`config.mk`:
```
export PLATFORM = sky130hd
export DESIGN_NAME = hdlc_rx_deframer
export DESIGN_NICKNAME = d
export VERILOG_FILES = /design/src/rtl/hdlc_rx_pkg.sv /design/src/rtl/hdlc_rx_pattern.sv /design/src/rtl/hdlc_rx_crc.sv /design/src/rtl/hdlc_rx_assembler.sv /design/src/rtl/hdlc_rx_deframer.sv
export SDC_FILE = /design/constraint.sdc
export NUM_CORES = 1
export LEC_CHECK = 0
export CAP_MARGIN = 40
export CORE_MARGIN = 3
export CORE_UTILIZATION = 55
export DETAILED_ROUTE_END_ITERATION = 10
export PLACE_DENSITY = 0.8
export SYNTH_ARGS = -nofsm -noshare
export SYNTH_HDL_FRONTEND = slang
export SYNTH_HIERARCHICAL = 1
export SYNTH_SLANG_ARGS = --single-unit
```
`constraint.sdc`:
```
create_clock -name clk_i -period 5.3 [get_ports clk_i]
set_clock_uncertainty 0.1 [all_clocks]
set_input_delay 1.59 -clock clk_i [delete_from_list [all_inputs] [get_ports clk_i]]
set_output_delay 1.59 -clock clk_i [all_outputs]
set_load 0.01 [all_outputs]
```
`src/rtl/hdlc_rx_pkg.sv`:
```
package hdlc_rx_pkg;
  typedef enum logic [1:0] {
    TAG_MID     = 2'b00,
    TAG_FIRST   = 2'b01,
    TAG_END_OK  = 2'b10,
    TAG_END_BAD = 2'b11
  } rx_tag_e;

  localparam int STUFF_ONES = 5;
  localparam int FLAG_ONES  = 6;
  localparam int GA_ONES    = 7;
  localparam int BYTE_W     = 8;
endpackage

```
`src/rtl/hdlc_rx_pattern.sv`:
```
module hdlc_rx_pattern
  import hdlc_rx_pkg::*;
#(
  parameter int IDLE_ONES = 15
) (
  input  logic clk_i,
  input  logic rst_ni,
  input  logic bit_en_i,
  input  logic bit_i,
  output logic push_o,
  output logic flag_ev_o,
  output logic abort_ev_o,
  output logic flag_o,
  output logic go_ahead_o,
  output logic idle_o
);
  localparam int CW = $clog2(IDLE_ONES + 1);

  logic [CW-1:0] ones_q;
  logic          sat;
  logic          ga_ev;

  assign sat        = (ones_q == CW'(IDLE_ONES));
  assign idle_o     = sat;
  assign flag_ev_o  = bit_en_i && !bit_i && (ones_q == CW'(FLAG_ONES));
  assign abort_ev_o = bit_en_i &&  bit_i && (ones_q == CW'(FLAG_ONES));
  assign ga_ev      = bit_en_i && !bit_i && (ones_q == CW'(GA_ONES));
  // ones up to six may still be data; a zero after five is stuffing
  assign push_o     = bit_en_i && (bit_i ? (ones_q < CW'(FLAG_ONES))
                                         : (ones_q < CW'(STUFF_ONES)));

  always_ff @(posedge clk_i or negedge rst_ni) begin
    if (!rst_ni) begin
      ones_q     <= '0;
      flag_o     <= 1'b0;
      go_ahead_o <= 1'b0;
    end else begin
      flag_o     <= flag_ev_o;
      go_ahead_o <= ga_ev;
      if (bit_en_i) ones_q <= bit_i ? (sat ? ones_q : ones_q + 1'b1) : '0;
    end
  end

  AST_IDLE_RISE: assert property (@(posedge clk_i) disable iff (!rst_ni)
    $rose(idle_o) |-> $past(bit_en_i && bit_i));
  AST_FLAG_ON_ZERO: assert property (@(posedge clk_i) disable iff (!rst_ni)
    flag_o |-> $past(bit_en_i && !bit_i));
  AST_GA_NOT_IDLE: assert property (@(posedge clk_i) disable iff (!rst_ni)
    go_ahead_o |-> !idle_o);
  AST_GATED_HOLD: assert property (@(posedge clk_i) disable iff (!rst_ni)
    !bit_en_i |=> $stable(idle_o));
endmodule

```
`src/rtl/hdlc_rx_crc.sv`:
```
module hdlc_rx_crc #(
  parameter int          W    = 16,
  parameter logic [W-1:0] POLY = 16'h8408,
  parameter logic [W-1:0] SEED = 16'hFFFF
) (
  input  logic         clk_i,
  input  logic         rst_ni,
  input  logic         init_i,
  input  logic         en_i,
  input  logic         bit_i,
  output logic [W-1:0] crc_o
);
  logic [W-1:0] crc_q;
  logic         fb;

  assign fb    = crc_q[0] ^ bit_i;
  assign crc_o = crc_q;

  always_ff @(posedge clk_i or negedge rst_ni) begin
    if (!rst_ni)     crc_q <= SEED;
    else if (init_i) crc_q <= SEED;
    else if (en_i)   crc_q <= (crc_q >> 1) ^ (fb ? POLY : '0);
  end

  AST_CRC_FROZEN: assert property (@(posedge clk_i) disable iff (!rst_ni)
    (!init_i && !en_i) |=> $stable(crc_q));
endmodule

```
`src/rtl/hdlc_rx_assembler.sv`:
```
module hdlc_rx_assembler
  import hdlc_rx_pkg::*;
#(
  parameter int          HOLD     = 3,
  parameter int          MIN_BITS = 25,
  parameter logic [15:0] RESIDUE  = 16'hF0B8
) (
  input  logic              clk_i,
  input  logic              rst_ni,
  input  logic              push_i,
  input  logic              push_bit_i,
  input  logic              flag_i,
  input  logic              abort_i,
  input  logic [15:0]       crc_i,
  output logic              crc_init_o,
  output logic              commit_o,
  output logic              commit_bit_o,
  output logic              wr_o,
  output logic [BYTE_W-1:0] wr_data_o,
  output logic [1:0]        wr_tag_o,
  output logic              abort_o
);
  localparam int PEND      = FLAG_ONES + 1;
  localparam int PCW       = $clog2(PEND + 1);
  localparam int FULL_BITS = BYTE_W * (HOLD + 1);
  localparam int BW        = $clog2(FULL_BITS + 1);
  localparam int HCW       = $clog2(HOLD + 1);

  logic [PEND-1:0]   pend_q;
  logic [PCW-1:0]    pend_cnt_q;
  logic              synced_q, first_q;
  logic [BW-1:0]     nbits_q;
  logic [2:0]        bidx_q;
  logic [BYTE_W-1:0] sr_q, new_byte;
  logic [BYTE_W-1:0] hold_q [HOLD];
  logic [HCW-1:0]    hcnt_q;
  rx_tag_e           end_tag;

  assign crc_init_o   = flag_i;
  assign commit_o     = synced_q && push_i && (pend_cnt_q == PCW'(PEND));
  assign commit_bit_o = pend_q[PEND-1];
  assign new_byte     = {commit_bit_o, sr_q[BYTE_W-1:1]};
  assign end_tag      = (nbits_q < BW'(FULL_BITS) || bidx_q != 3'd0 || crc_i != RESIDUE)
                        ? TAG_END_BAD : TAG_END_OK;

  always_ff @(posedge clk_i or negedge rst_ni) begin
    if (!rst_ni) begin
      pend_q     <= '0;
      pend_cnt_q <= '0;
      synced_q   <= 1'b0;
      first_q    <= 1'b0;
      nbits_q    <= '0;
      bidx_q     <= '0;
      sr_q       <= '0;
      hcnt_q     <= '0;
      for (int i = 0; i < HOLD; i++) hold_q[i] <= '0;
      wr_o       <= 1'b0;
      wr_data_o  <= '0;
      wr_tag_o   <= TAG_MID;
      abort_o    <= 1'b0;
    end else begin
      wr_o    <= 1'b0;
      abort_o <= 1'b0;
      if (flag_i) begin
        if (synced_q && nbits_q >= BW'(MIN_BITS)) begin
          wr_o      <= 1'b1;
          wr_data_o <= hold_q[HOLD-1];
          wr_tag_o  <= end_tag;
        end
        synced_q   <= 1'b1;
        first_q    <= 1'b0;
        nbits_q    <= '0;
        bidx_q     <= '0;
        hcnt_q     <= '0;
        pend_cnt_q <= '0;
      end else if (abort_i && synced_q) begin
        synced_q <= 1'b0;
        if (nbits_q != '0) abort_o <= 1'b1;
        if (first_q) begin
          wr_o      <= 1'b1;
          wr_data_o <= hold_q[HOLD-1];
          wr_tag_o  <= TAG_END_BAD;
        end
      end else if (push_i && synced_q) begin
        pend_q <= {pend_q[PEND-2:0], push_bit_i};
        if (pend_cnt_q != PCW'(PEND)) pend_cnt_q <= pend_cnt_q + 1'b1;
        if (commit_o) begin
          if (nbits_q != BW'(FULL_BITS)) nbits_q <= nbits_q + 1'b1;
          bidx_q <= bidx_q + 1'b1;
          sr_q   <= new_byte;
          if (bidx_q == 3'd7) begin
            hold_q[0] <= new_byte;
            for (int i = 1; i < HOLD; i++) hold_q[i] <= hold_q[i-1];
            if (hcnt_q == HCW'(HOLD)) begin
              wr_o      <= 1'b1;
              wr_data_o <= hold_q[HOLD-1];
              wr_tag_o  <= first_q ? TAG_MID : TAG_FIRST;
              first_q   <= 1'b1;
            end else begin
              hcnt_q <= hcnt_q + 1'b1;
            end
          end
        end
      end
    end
  end

  AST_END_AT_EVENT: assert property (@(posedge clk_i) disable iff (!rst_ni)
    (wr_o && wr_tag_o[1]) |-> $past(flag_i || abort_i));
  AST_GOOD_RESIDUE: assert property (@(posedge clk_i) disable iff (!rst_ni)
    (wr_o && wr_tag_o == TAG_END_OK) |-> $past(crc_i) == RESIDUE);
  AST_ABORT_HUNTS: assert property (@(posedge clk_i) disable iff (!rst_ni)
    abort_o |-> !synced_q);
  AST_BODY_ON_COMMIT: assert property (@(posedge clk_i) disable iff (!rst_ni)
    (wr_o && !wr_tag_o[1]) |-> $past(commit_o));
endmodule

```
`src/rtl/hdlc_rx_deframer.sv`:
```
module hdlc_rx_deframer
  import hdlc_rx_pkg::*;
#(
  parameter int          IDLE_ONES = 15,
  parameter int          HOLD      = 3,
  parameter int          MIN_BITS  = 25,
  parameter logic [15:0] RESIDUE   = 16'hF0B8
) (
  input  logic       clk_i,
  input  logic       rst_ni,
  input  logic       bit_en_i,
  input  logic       bit_i,
  output logic       wr_o,
  output logic [7:0] wr_data_o,
  output logic [1:0] wr_tag_o,
  output logic       flag_o,
  output logic       go_ahead_o,
  output logic       abort_o,
  output logic       idle_o
);
  logic        push, flag_ev, abort_ev;
  logic        crc_init, commit, commit_bit;
  logic [15:0] crc;

  hdlc_rx_pattern #(.IDLE_ONES(IDLE_ONES)) u_pat (
    .clk_i, .rst_ni, .bit_en_i, .bit_i,
    .push_o(push), .flag_ev_o(flag_ev), .abort_ev_o(abort_ev),
    .flag_o, .go_ahead_o, .idle_o
  );

  hdlc_rx_crc u_crc (
    .clk_i, .rst_ni, .init_i(crc_init), .en_i(commit), .bit_i(commit_bit), .crc_o(crc)
  );

  hdlc_rx_assembler #(.HOLD(HOLD), .MIN_BITS(MIN_BITS), .RESIDUE(RESIDUE)) u_asm (
    .clk_i, .rst_ni, .push_i(push), .push_bit_i(bit_i), .flag_i(flag_ev),
    .abort_i(abort_ev), .crc_i(crc), .crc_init_o(crc_init), .commit_o(commit),
    .commit_bit_o(commit_bit), .wr_o, .wr_data_o, .wr_tag_o, .abort_o
  );

  AST_ONE_EVENT: assert property (@(posedge clk_i) disable iff (!rst_ni)
    $onehot0({flag_o, go_ahead_o, abort_o}));
endmodule

```
==> metrics.txt, run 1 <==
Sink Count 88; Setup Fix Bufs, Post-CTS 0; WL final 6120 µm; CTS Buffer Depth 2; GRT Resource Usage Total 16.2%; DR pass1 iterations 5; Multi-input gate area 0.00165 mm²; Fin. Hold Viols 0; Setup crit end kind flip-flop; Final Util 64.4%; synthesized area 0.00401 mm²; fill cell count 506; Max-cap violations 0; CP Class in -> reg; Seq/Total Area, Yosys 55.5%; die area roughly 0.0083 mm²; routed wl met3 239 µm; Rows 30; met1 WL 2880 µm; # IOs 19; CTS Root Cell clkbuf_8; Leak 0.00227 µW; hold crit path type reg -> reg; fraction of layout cells with a size suffix above 1 27.3%; EDFF count, synth 0; synth unique cells 45; RSZ-0062 raised after global routing false; Worst VDD drop 0.199 mV; Final nets approximately 340; most frequent cells in the layout 72 x dfrtp_1, 24 x mux2_2, 20 x mux2_4, 17 x clkdlybuf4s50_1, 17 x a211o_1; #FFs+latches synth between 80 and 90; number of global-route vias before repair 2253; drt drc 0; Placer Congestion 0.815; CTS buffer count 9; Clock Latency Late Sink around 0.36 ns; first-pass GRT wire length 10800 µm; fmax 0.239 GHz; largest net degree at the start of global routing 50; Port Buffer Count 18; Max-slew headroom 52.7%; cts hold-fix bufs 0; syn_area_per_cell around 13 µm²; Worst Tran Pin Value 0.700 ns; status finished, final reports clean; H-tree Lvls 3; DP HPWL approximately 4100 µm; leading cell type in the layout, fill and taps excluded dfrtp_1; Layout area overhead 11.6%; Final ANT Viol Nets 0; CP arrival 4.33 ns; fin crit period 4.18 ns; clk slew on worst S/H paths 0.09 ns; met2 wire len 2960 µm; Slew Viols, Final 0; Syn. warnings 6; biggest area consumer among synthesized cells dfrtp_1; Initial Util 57.7%; Vias 2328; synth top area cells dfrtp_1 45%, dfstp_2 10%, mux2_4 7.5%, mux2_2 6.7%, ha_1 4.1%; Worst Path Max Fanout 24; vias per cell 5.52; GR Overflow Total 0; post-cts repair resize count 0; Die X 91.3 µm; Post-Syn Instances 302; drt wl/cell approximately 14 µm; initial antenna violation count 0; Worst setup SP type primary input; PD cells 323 mW/mm²; total negative slack 0 ns; final setup violation count 0; Ant. Diodes 0; initial DRC count between 80 and 90; area of the core 0.00694 mm²; required time worst endpoint 5.45 ns; TritonCTS clock tree done; DR top layer met4; Die Height 91.3 µm; Synthesized Nets 319; storage element area 0.00222 mm²; Main synth FF type dfrtp_1; fin crit share 78.9%; share of the synthesized area in the top cell type approximately 45%; Pwr Total about 1400 µW; Synth async-reset ratio 100%
==> synthesized netlist by cell type (all sizes together) (6+ instances only) <==
cell,number
a211o,17
a21oi,12
buf,13
dfrtp,72
dfstp,16
ha,13
inv,11
mux2,47
nand2,15
nand4,6
nor2,10
nor2b,16
==> metrics by stage <==
stage                     instance area, µm²  hold WS [ns]  std cells  setup slack (ns)
after floorplan                         4010         0.359        302              1.70
after global placement                  4250         0.370        404             0.865
after detailed placement                4290         0.390        406             0.751
after CTS                               4470         0.410        422              1.14
after global routing                    4470         0.427        422             0.920
final                                   4470         0.399        422              1.12
==> sequential cells by signal, summed over array words and instances, names as in the netlist, 3 cells and up <==
signal and count:
u_asm/bidx_q 3, u_asm/hold_q 24, u_asm/nbits_q 6, u_asm/pend_cnt_q 3, u_asm/pend_q 7, u_asm/sr_q 7, u_asm/wr_data_o 8, u_crc/crc_o 16
u_pat/ones_q 4
==> cell type report <==
| type | instances | share of cell area [%] |
|---|---|---|
| clock buffers | 10 | 3.08 |
| inverters | 11 | 0.923 |
| clock inverters | 6 | 1.12 |
| multi-input cells | 186 | 36.8 |
| well taps | 96 | 2.69 |
| flip-flops and latches | 88 | 49.7 |
| repair buffers | 25 | 5.68 |
==> cells by family after synthesis <==
logic type	count (synthesis)	share of synthesized area [%]
DFF	88	55.5
and+or+nand+nor	72	10.7
muxes	51	16.1
AOI/OAI and AO/OA	41	7.40
buffers and inverters	28	3.53
adders and majority gates	13	4.06
xor gates and xnor gates	9	2.72
==> where the power goes <==
group / total, µW / internal, µW / leakage, µW / switching [µW]
Clock: 436 / 190 / 0.0000952 / 246
Combinational: 186 / 109 / 0.00102 / 77.4
Sequential: 822 / 767 / 0.00115 / 55.8
==> per-layer routing <==
metal  global-route usage (%)  vias to the layer above
met5                        0                        -
met3                     5.72                        6
met1                     21.7                     1159
met4                     4.52                        0
met2                     25.0                       49
li1                         -                     1114
==> worst max-delay path, stage by stage <==
cell and delay [ns]:
clkdlybuf4s50_1 0.58, nand2_1 0.16, o21ai_0 0.09, a21oi_1 0.35, nand2_1 0.15, nor4b_4 0.62, nand2_4 0.39, mux2_4 0.40
==> worst paths after layout <==
kind                                                     start                             end  slack [ns]  cells after the start
worst max register to register     u_pat/ones_q[0]$_DFFE_PN0P_    u_asm/hold_q[10]$_DFFE_PN0P_        2.36                      8
worst max-delay path                                     bit_i    u_asm/hold_q[10]$_DFFE_PN0P_        1.12                      8
min in group asynchronous                               rst_ni    u_asm/nbits_q[2]$_DFFE_PN0P_        1.10                      1
max in group asynchronous                               rst_ni     u_crc/crc_o[15]$_DFFE_PN1P_        3.34                      2
worst min-delay path            u_asm/wr_data_o[0]$_DFFE_PN0P_  u_asm/wr_data_o[0]$_DFFE_PN0P_        0.40                      1
worst min register to register  u_asm/wr_data_o[0]$_DFFE_PN0P_  u_asm/wr_data_o[0]$_DFFE_PN0P_        0.40                      1
(Power assumes the default switching activity.)
==> inputs of run 2 (changes only) <==
CORE_UTILIZATION = 54   (was 55)
PLACE_DENSITY = 0.81   (was 0.8)
clock period = 3.68 ns   (was 5.3 ns; I/O delays follow)
==> metrics.txt, run 2 (synthesis results as in run 1) <==
required time worst endpoint 3.82 ns (-1.63 ns); most frequent cells in the layout 72 x dfrtp_1, 24 x mux2_2, 20 x mux2_4, 17 x clkdlybuf4s50_1, 17 x a211o_1; hold depth 1 (unchanged); Critical R2R Capture u_asm/wr_data_o[5]$_DFFE_PN0P_; Worst Path Max Fanout 10 (-58%); area of the core 0.00698 mm² (+0.54%); number of global-route vias before repair 2482 (+10%); CP cell instances clkdlybuf4s50_1, nand2_1, o21ai_0, a21oi_1, and4b_1, a31oi_1, o22ai_1, buf_4, mux2_2; R2R Setup Slk 1.08 ns (-1.28 ns); met1 WL 2880 µm (unchanged); leading cell type in the layout, fill and taps excluded dfrtp_1; GRT Resource Usage Total 17.1% (+0.93 points); met2 wire len 3280 µm (+11%); fraction of layout cells with a size suffix above 1 28.6% (+1.3 points); first-pass GRT wire length 11400 µm (+6.3%); Multi-input gate area 0.00165 mm² (unchanged); Worst Hold End u_asm/wr_data_o[7]$_DFFE_PN0P_; vias per cell 5.50 (-0.26%); worst hold slack 0.397 ns (-0.00211 ns); Placer Congestion 0.837 (+2.7%); Worst Setup Slack, final 0.292 ns (-0.828 ns); fmax 0.295 GHz; Worst VDD drop 0.325 mV (+63%); Die Height 92.1 µm (+0.86%); clk slew on worst S/H paths 0.09 ns (about the same); # IOs 19 (unchanged); CP arrival 3.53 ns (-0.80 ns); Reg2Reg Depth 9 (+1); Port Buffer Count 18 (unchanged); DP HPWL 4490 µm (+10%); Worst setup SP type primary input; Layout area overhead 13.6%; Biggest register u_asm/hold_q; status finished, final reports clean; initial DRC count 124 (+43%); final setup violation count 0 (unchanged); Ant. Diodes 0 (unchanged); RSZ-0062 raised after global routing false; Leak 0.00232 µW (+2.0%); Setup Fix Bufs, Post-CTS 0 (unchanged); Vias 2355 (+1.2%); reg2reg start u_pat/ones_q[0]$_DFFE_PN0P_; drt drc 0 (unchanged); CTS buffer count 9 (unchanged); fill cell count 524 (+3.6%); WL final 6580 µm (+7.6%); Max-slew headroom 65.0% (+12 points); fin crit share between 90 and 100%; Worst Tran Pin Value 0.517 ns (-0.182 ns); drt wl/cell 15.4 µm (+6.1%); Final nets 344 (+1.8%); H-tree Lvls 3 (unchanged); Initial Util 57.4% (-0.31 points); kind of cell adding the most delay to the critical path compound AO/OA/AOI/OAI gates; post-cts repair resize count 0 (unchanged); pre-CTS WS -0.0303 ns (-0.781 ns); die area 0.00849 mm² (+1.7%); TritonCTS clock tree done; largest net degree at the start of global routing 54 (+8.0%); Sink Count 88 (unchanged); storage element area 0.00222 mm² (unchanged); Final ANT Viol Nets 0 (unchanged); Clock Latency Late Sink 0.35 ns (about the same); PD cells 482 mW/mm² (+49%); hold crit path type reg -> reg; cts hold-fix bufs 0 (unchanged); Setup crit end kind flip-flop; Hold Startpoint u_asm/wr_data_o[7]$_DFFE_PN0P_; GR Overflow Total 0 (unchanged); Die X 92.1 µm (+0.86%); CTS Buffer Depth 2 (unchanged); max FFs per register 24 (unchanged); Worst Path Buf+Inv 2 (+1); routed wl met3 267 µm (+12%); CP Class in -> reg; Fin. Hold Viols 0 (unchanged); Max-cap violations 0 (unchanged); Slew Viols, Final 0 (unchanged); critical path's slowest cell clkdlybuf4s50_1; largest stage delay on the critical path 0.56 ns (-0.06 ns); DR pass1 iterations 4 (-1); initial antenna violation count 0 (unchanged); CTS Root Cell clkbuf_8; fin crit period 3.39 ns; DR top layer met4; Rows 30 (unchanged)
-- run 2: changes by cell type in the layout (fill, tap and decap cells not counted), sizes merged --
cell	before	now
bufinv	0	2
clkbuf	10	9
clkinv	2	1
buf	8	14
-- run 2: area by class of cell --
class / instances / area share, %
flip-flops and latches: 88 / 48.8
multi-input cells: 186 / 36.2
repair buffers: 31 / 6.49
clock buffers: 9 / 2.72
well taps: 96 / 2.64
clock inverters: 7 / 2.17
inverters: 11 / 0.908
-- run 2: worst max-delay path by stage --
stage,from,endpoint,slack (ns),cells past startpoint
2_1_floorplan,bit_i,u_asm/hold_q[10]$_DFFE_PN0P_,0.57,9
3_3_place_gp,bit_i,u_asm/wr_data_o[5]$_DFFE_PN0P_,0.06,9
3_5_place_dp,bit_i,u_asm/wr_data_o[3]$_DFFE_PN0P_,-0.03,9
4_1_cts,bit_i,u_asm/hold_q[17]$_DFFE_PN0P_,0.32,8
5_1_grt,bit_i,u_asm/wr_data_o[5]$_DFFE_PN0P_,0.11,9
6_report,bit_i,u_asm/wr_data_o[5]$_DFFE_PN0P_,0.29,9
-- run 2: worst reg2reg max path, delay by kind of cell, from the launching register on --
family	cells	cell delay, ns
compound gates	4	0.81
flops	1	0.41
buf+inv	2	0.37
mux	1	0.35
simple gates	1	0.28
fa+ha+maj	1	0.16
-- run 2: metal layers --
layer | global-route usage, % | vias to the layer above
li1 | - | 1119
met1 | 21.0 | 1180
met2 | 28.2 | 43
met3 | 5.58 | 13
met4 | 6.19 | 0
met5 | 0 | -
-- run 2: per-stage QoR --
step           setup TNS (ns)  utilization [%]  instances  instance area [µm²]  total power, µW
5_1_grt                     0             65.2        428                 4550             2300
6_report                    0             65.2        428                 4550             2190
3_3_place_gp                0             61.6        411                 4300             1450
3_5_place_dp           -0.562             62.0        412                 4330             1480
4_1_cts                     0             65.2        428                 4550             2220
2_1_floorplan               0                -        302                 4010             1390
-- run 2: report_power, final --
group	switching, µW	internal, µW
clock	347	388
sequential	79.7	1100
combinational	113	160
total	539	1650
==> inputs of run 3 (changes only) <==
CAP_MARGIN = 20   (was 40)
==> metrics.txt, run 3 (synthesis results as in run 1) <==
CP arrival 3.54 ns (about the same); TritonCTS clock tree done; initial DRC count 111 (-10%); Reg2Reg Depth 9 (unchanged); die area 0.00849 mm² (unchanged); Setup Fix Bufs, Post-CTS 0 (unchanged); Initial Util 57.4% (unchanged); Pwr Total 2190 µW (about the same); Layout area overhead 12.9%; Biggest register u_asm/hold_q; DP Area 0.00430 mm² (-0.64%); WL final 6500 µm (-1.2%); Worst Path Max Fanout 10 (unchanged); Die Height 92.1 µm (unchanged); Placer Congestion 0.837 (unchanged); status finished, final reports clean; first-pass GRT wire length 11400 µm (-0.37%); Slew Viols, Final 0 (unchanged); Final Util 64.8% (-0.38 points); Sink Count 88 (unchanged); total negative slack 0 ns (unchanged); drt drc 0 (unchanged); hold crit path type reg -> reg; CTS Root Cell clkbuf_8; clk slew on worst S/H paths 0.09 ns (about the same); Max-cap violations 0 (unchanged); max FFs per register 24 (unchanged); largest stage delay on the critical path 0.58 ns (+0.02 ns); CP cell instances clkdlybuf4s50_1, nand2_1, o21ai_0, a21oi_1, and4b_1, a31oi_1, o22ai_1, buf_4, mux2_2; Worst Path Buf+Inv 2 (unchanged); kind of cell adding the most delay to the critical path compound AO/OA/AOI/OAI gates; RSZ-0062 raised after global routing false; CTS buffer count 9 (unchanged); final setup violation count 0 (unchanged); Fin. Hold Viols 0 (unchanged); Max-slew headroom 37.3% (-28 points); Setup crit end kind flip-flop; Clock Latency Late Sink 0.36 ns (about the same); fraction of layout cells with a size suffix above 1 28.4% (-0.22 points); fmax 0.295 GHz (-0.22%); Leak 0.00231 µW (-0.38%); fill cell count 539 (+2.9%); Die X 92.1 µm (unchanged); DR pass1 iterations 4 (unchanged); CP Class in -> reg; post-cts repair resize count 0 (unchanged); number of global-route vias before repair 2419 (-2.5%); leading cell type in the layout, fill and taps excluded dfrtp_1; critical path's slowest cell clkdlybuf4s50_1; hold depth 1 (unchanged); H-tree Lvls 3 (unchanged); Worst VDD drop 0.309 mV (-4.8%); PD cells 485 mW/mm² (+0.66%); most frequent cells in the layout 72 x dfrtp_1, 24 x mux2_2, 20 x mux2_4, 17 x clkdlybuf4s50_1, 17 x a211o_1; Worst path depth 9 (unchanged); fin crit share 92.3% (+0.21 points); fin crit period 3.40 ns (+0.00756 ns); Worst Tran Pin Value 0.941 ns (+0.424 ns); GRT Resource Usage Total 17.0% (-0.10 points); DP HPWL 4400 µm (-2.0%); # IOs 19 (unchanged); Port Buffer Count 18 (unchanged); largest net degree at the start of global routing 80 (+48%); drt wl/cell 15.2 µm (-1.0%); Final ANT Viol Nets 0 (unchanged); storage element area 0.00222 mm² (unchanged); post-layout instance area 0.00452 mm² (-0.58%); CTS Buffer Depth 2 (unchanged); GR Overflow Total 0 (unchanged); Ant. Diodes 0 (unchanged); required time worst endpoint 3.83 ns (about the same); area of the core 0.00698 mm² (unchanged); Worst setup SP type primary input; Final nets 343 (-0.29%); Multi-input gate area 0.00165 mm² (unchanged); initial antenna violation count 0 (unchanged); cts hold-fix bufs 0 (unchanged); Vias 2349 (-0.25%); Rows 30 (unchanged); vias per cell 5.50 (about the same)
## run 3: changes by cell type in the layout (fill, tap and decap cells not counted), sizes merged
cell,change
clkinv,+1
clkinvlp,-1
buf,-1
## run 3: power breakdown
part	internal (µW)	switching (µW)	leakage, µW
clock	390	351	0.000115
sequential	1100	80.4	0.00115
combinational	156	111	0.00104
total	1650	543	0.00231
## run 3: area by class of cell
type / instances / area share, %
Clock buffer: 9 / 2.74
Inverter: 11 / 0.913
Clock inverter: 7 / 2.21
Timing Repair Buffer: 30 / 5.92
Sequential cell: 88 / 49.1
Tap cell: 96 / 2.66
Multi-Input combinational cell: 186 / 36.4
## run 3: metal layers
metal / global-route usage, % / vias up / part of all wire, %
met5: 0 / - / 0
li1: - / 1114 / -
met3: 5.66 / 10 / 3.9
met1: 21.7 / 1184 / 44
met2: 27.5 / 41 / 50
met4: 5.32 / 0 / 1.7
## run 3: worst paths after layout
| check | startpoint | to | slack [ns] |
|---|---|---|---|
| max | bit_i | u_asm/wr_data_o[5]$_DFFE_PN0P_ | 0.28 |
| min | u_asm/wr_data_o[7]$_DFFE_PN0P_ | u_asm/wr_data_o[7]$_DFFE_PN0P_ | 0.40 |
| max reg2reg | u_pat/ones_q[0]$_DFFE_PN0P_ | u_asm/wr_data_o[5]$_DFFE_PN0P_ | 1.10 |
| min reg2reg | u_asm/wr_data_o[7]$_DFFE_PN0P_ | u_asm/wr_data_o[7]$_DFFE_PN0P_ | 0.40 |
| max in group asynchronous | rst_ni | u_crc/crc_o[7]$_DFFE_PN1P_ | 1.90 |
| min in group asynchronous | rst_ni | u_asm/nbits_q[2]$_DFFE_PN0P_ | 0.80 |
## run 3: per-stage QoR
| step | hold WS, ns | instances | setup WS, ns |
|---|---|---|---|
| floorplan | 0.359 | 302 | 0.568 |
| global placement | 0.367 | 411 | 0.0625 |
| detailed placement | 0.385 | 411 | -0.0430 |
| CTS | 0.405 | 427 | 0.339 |
| global route | 0.420 | 427 | 0.127 |
| finish | 0.396 | 427 | 0.285 |
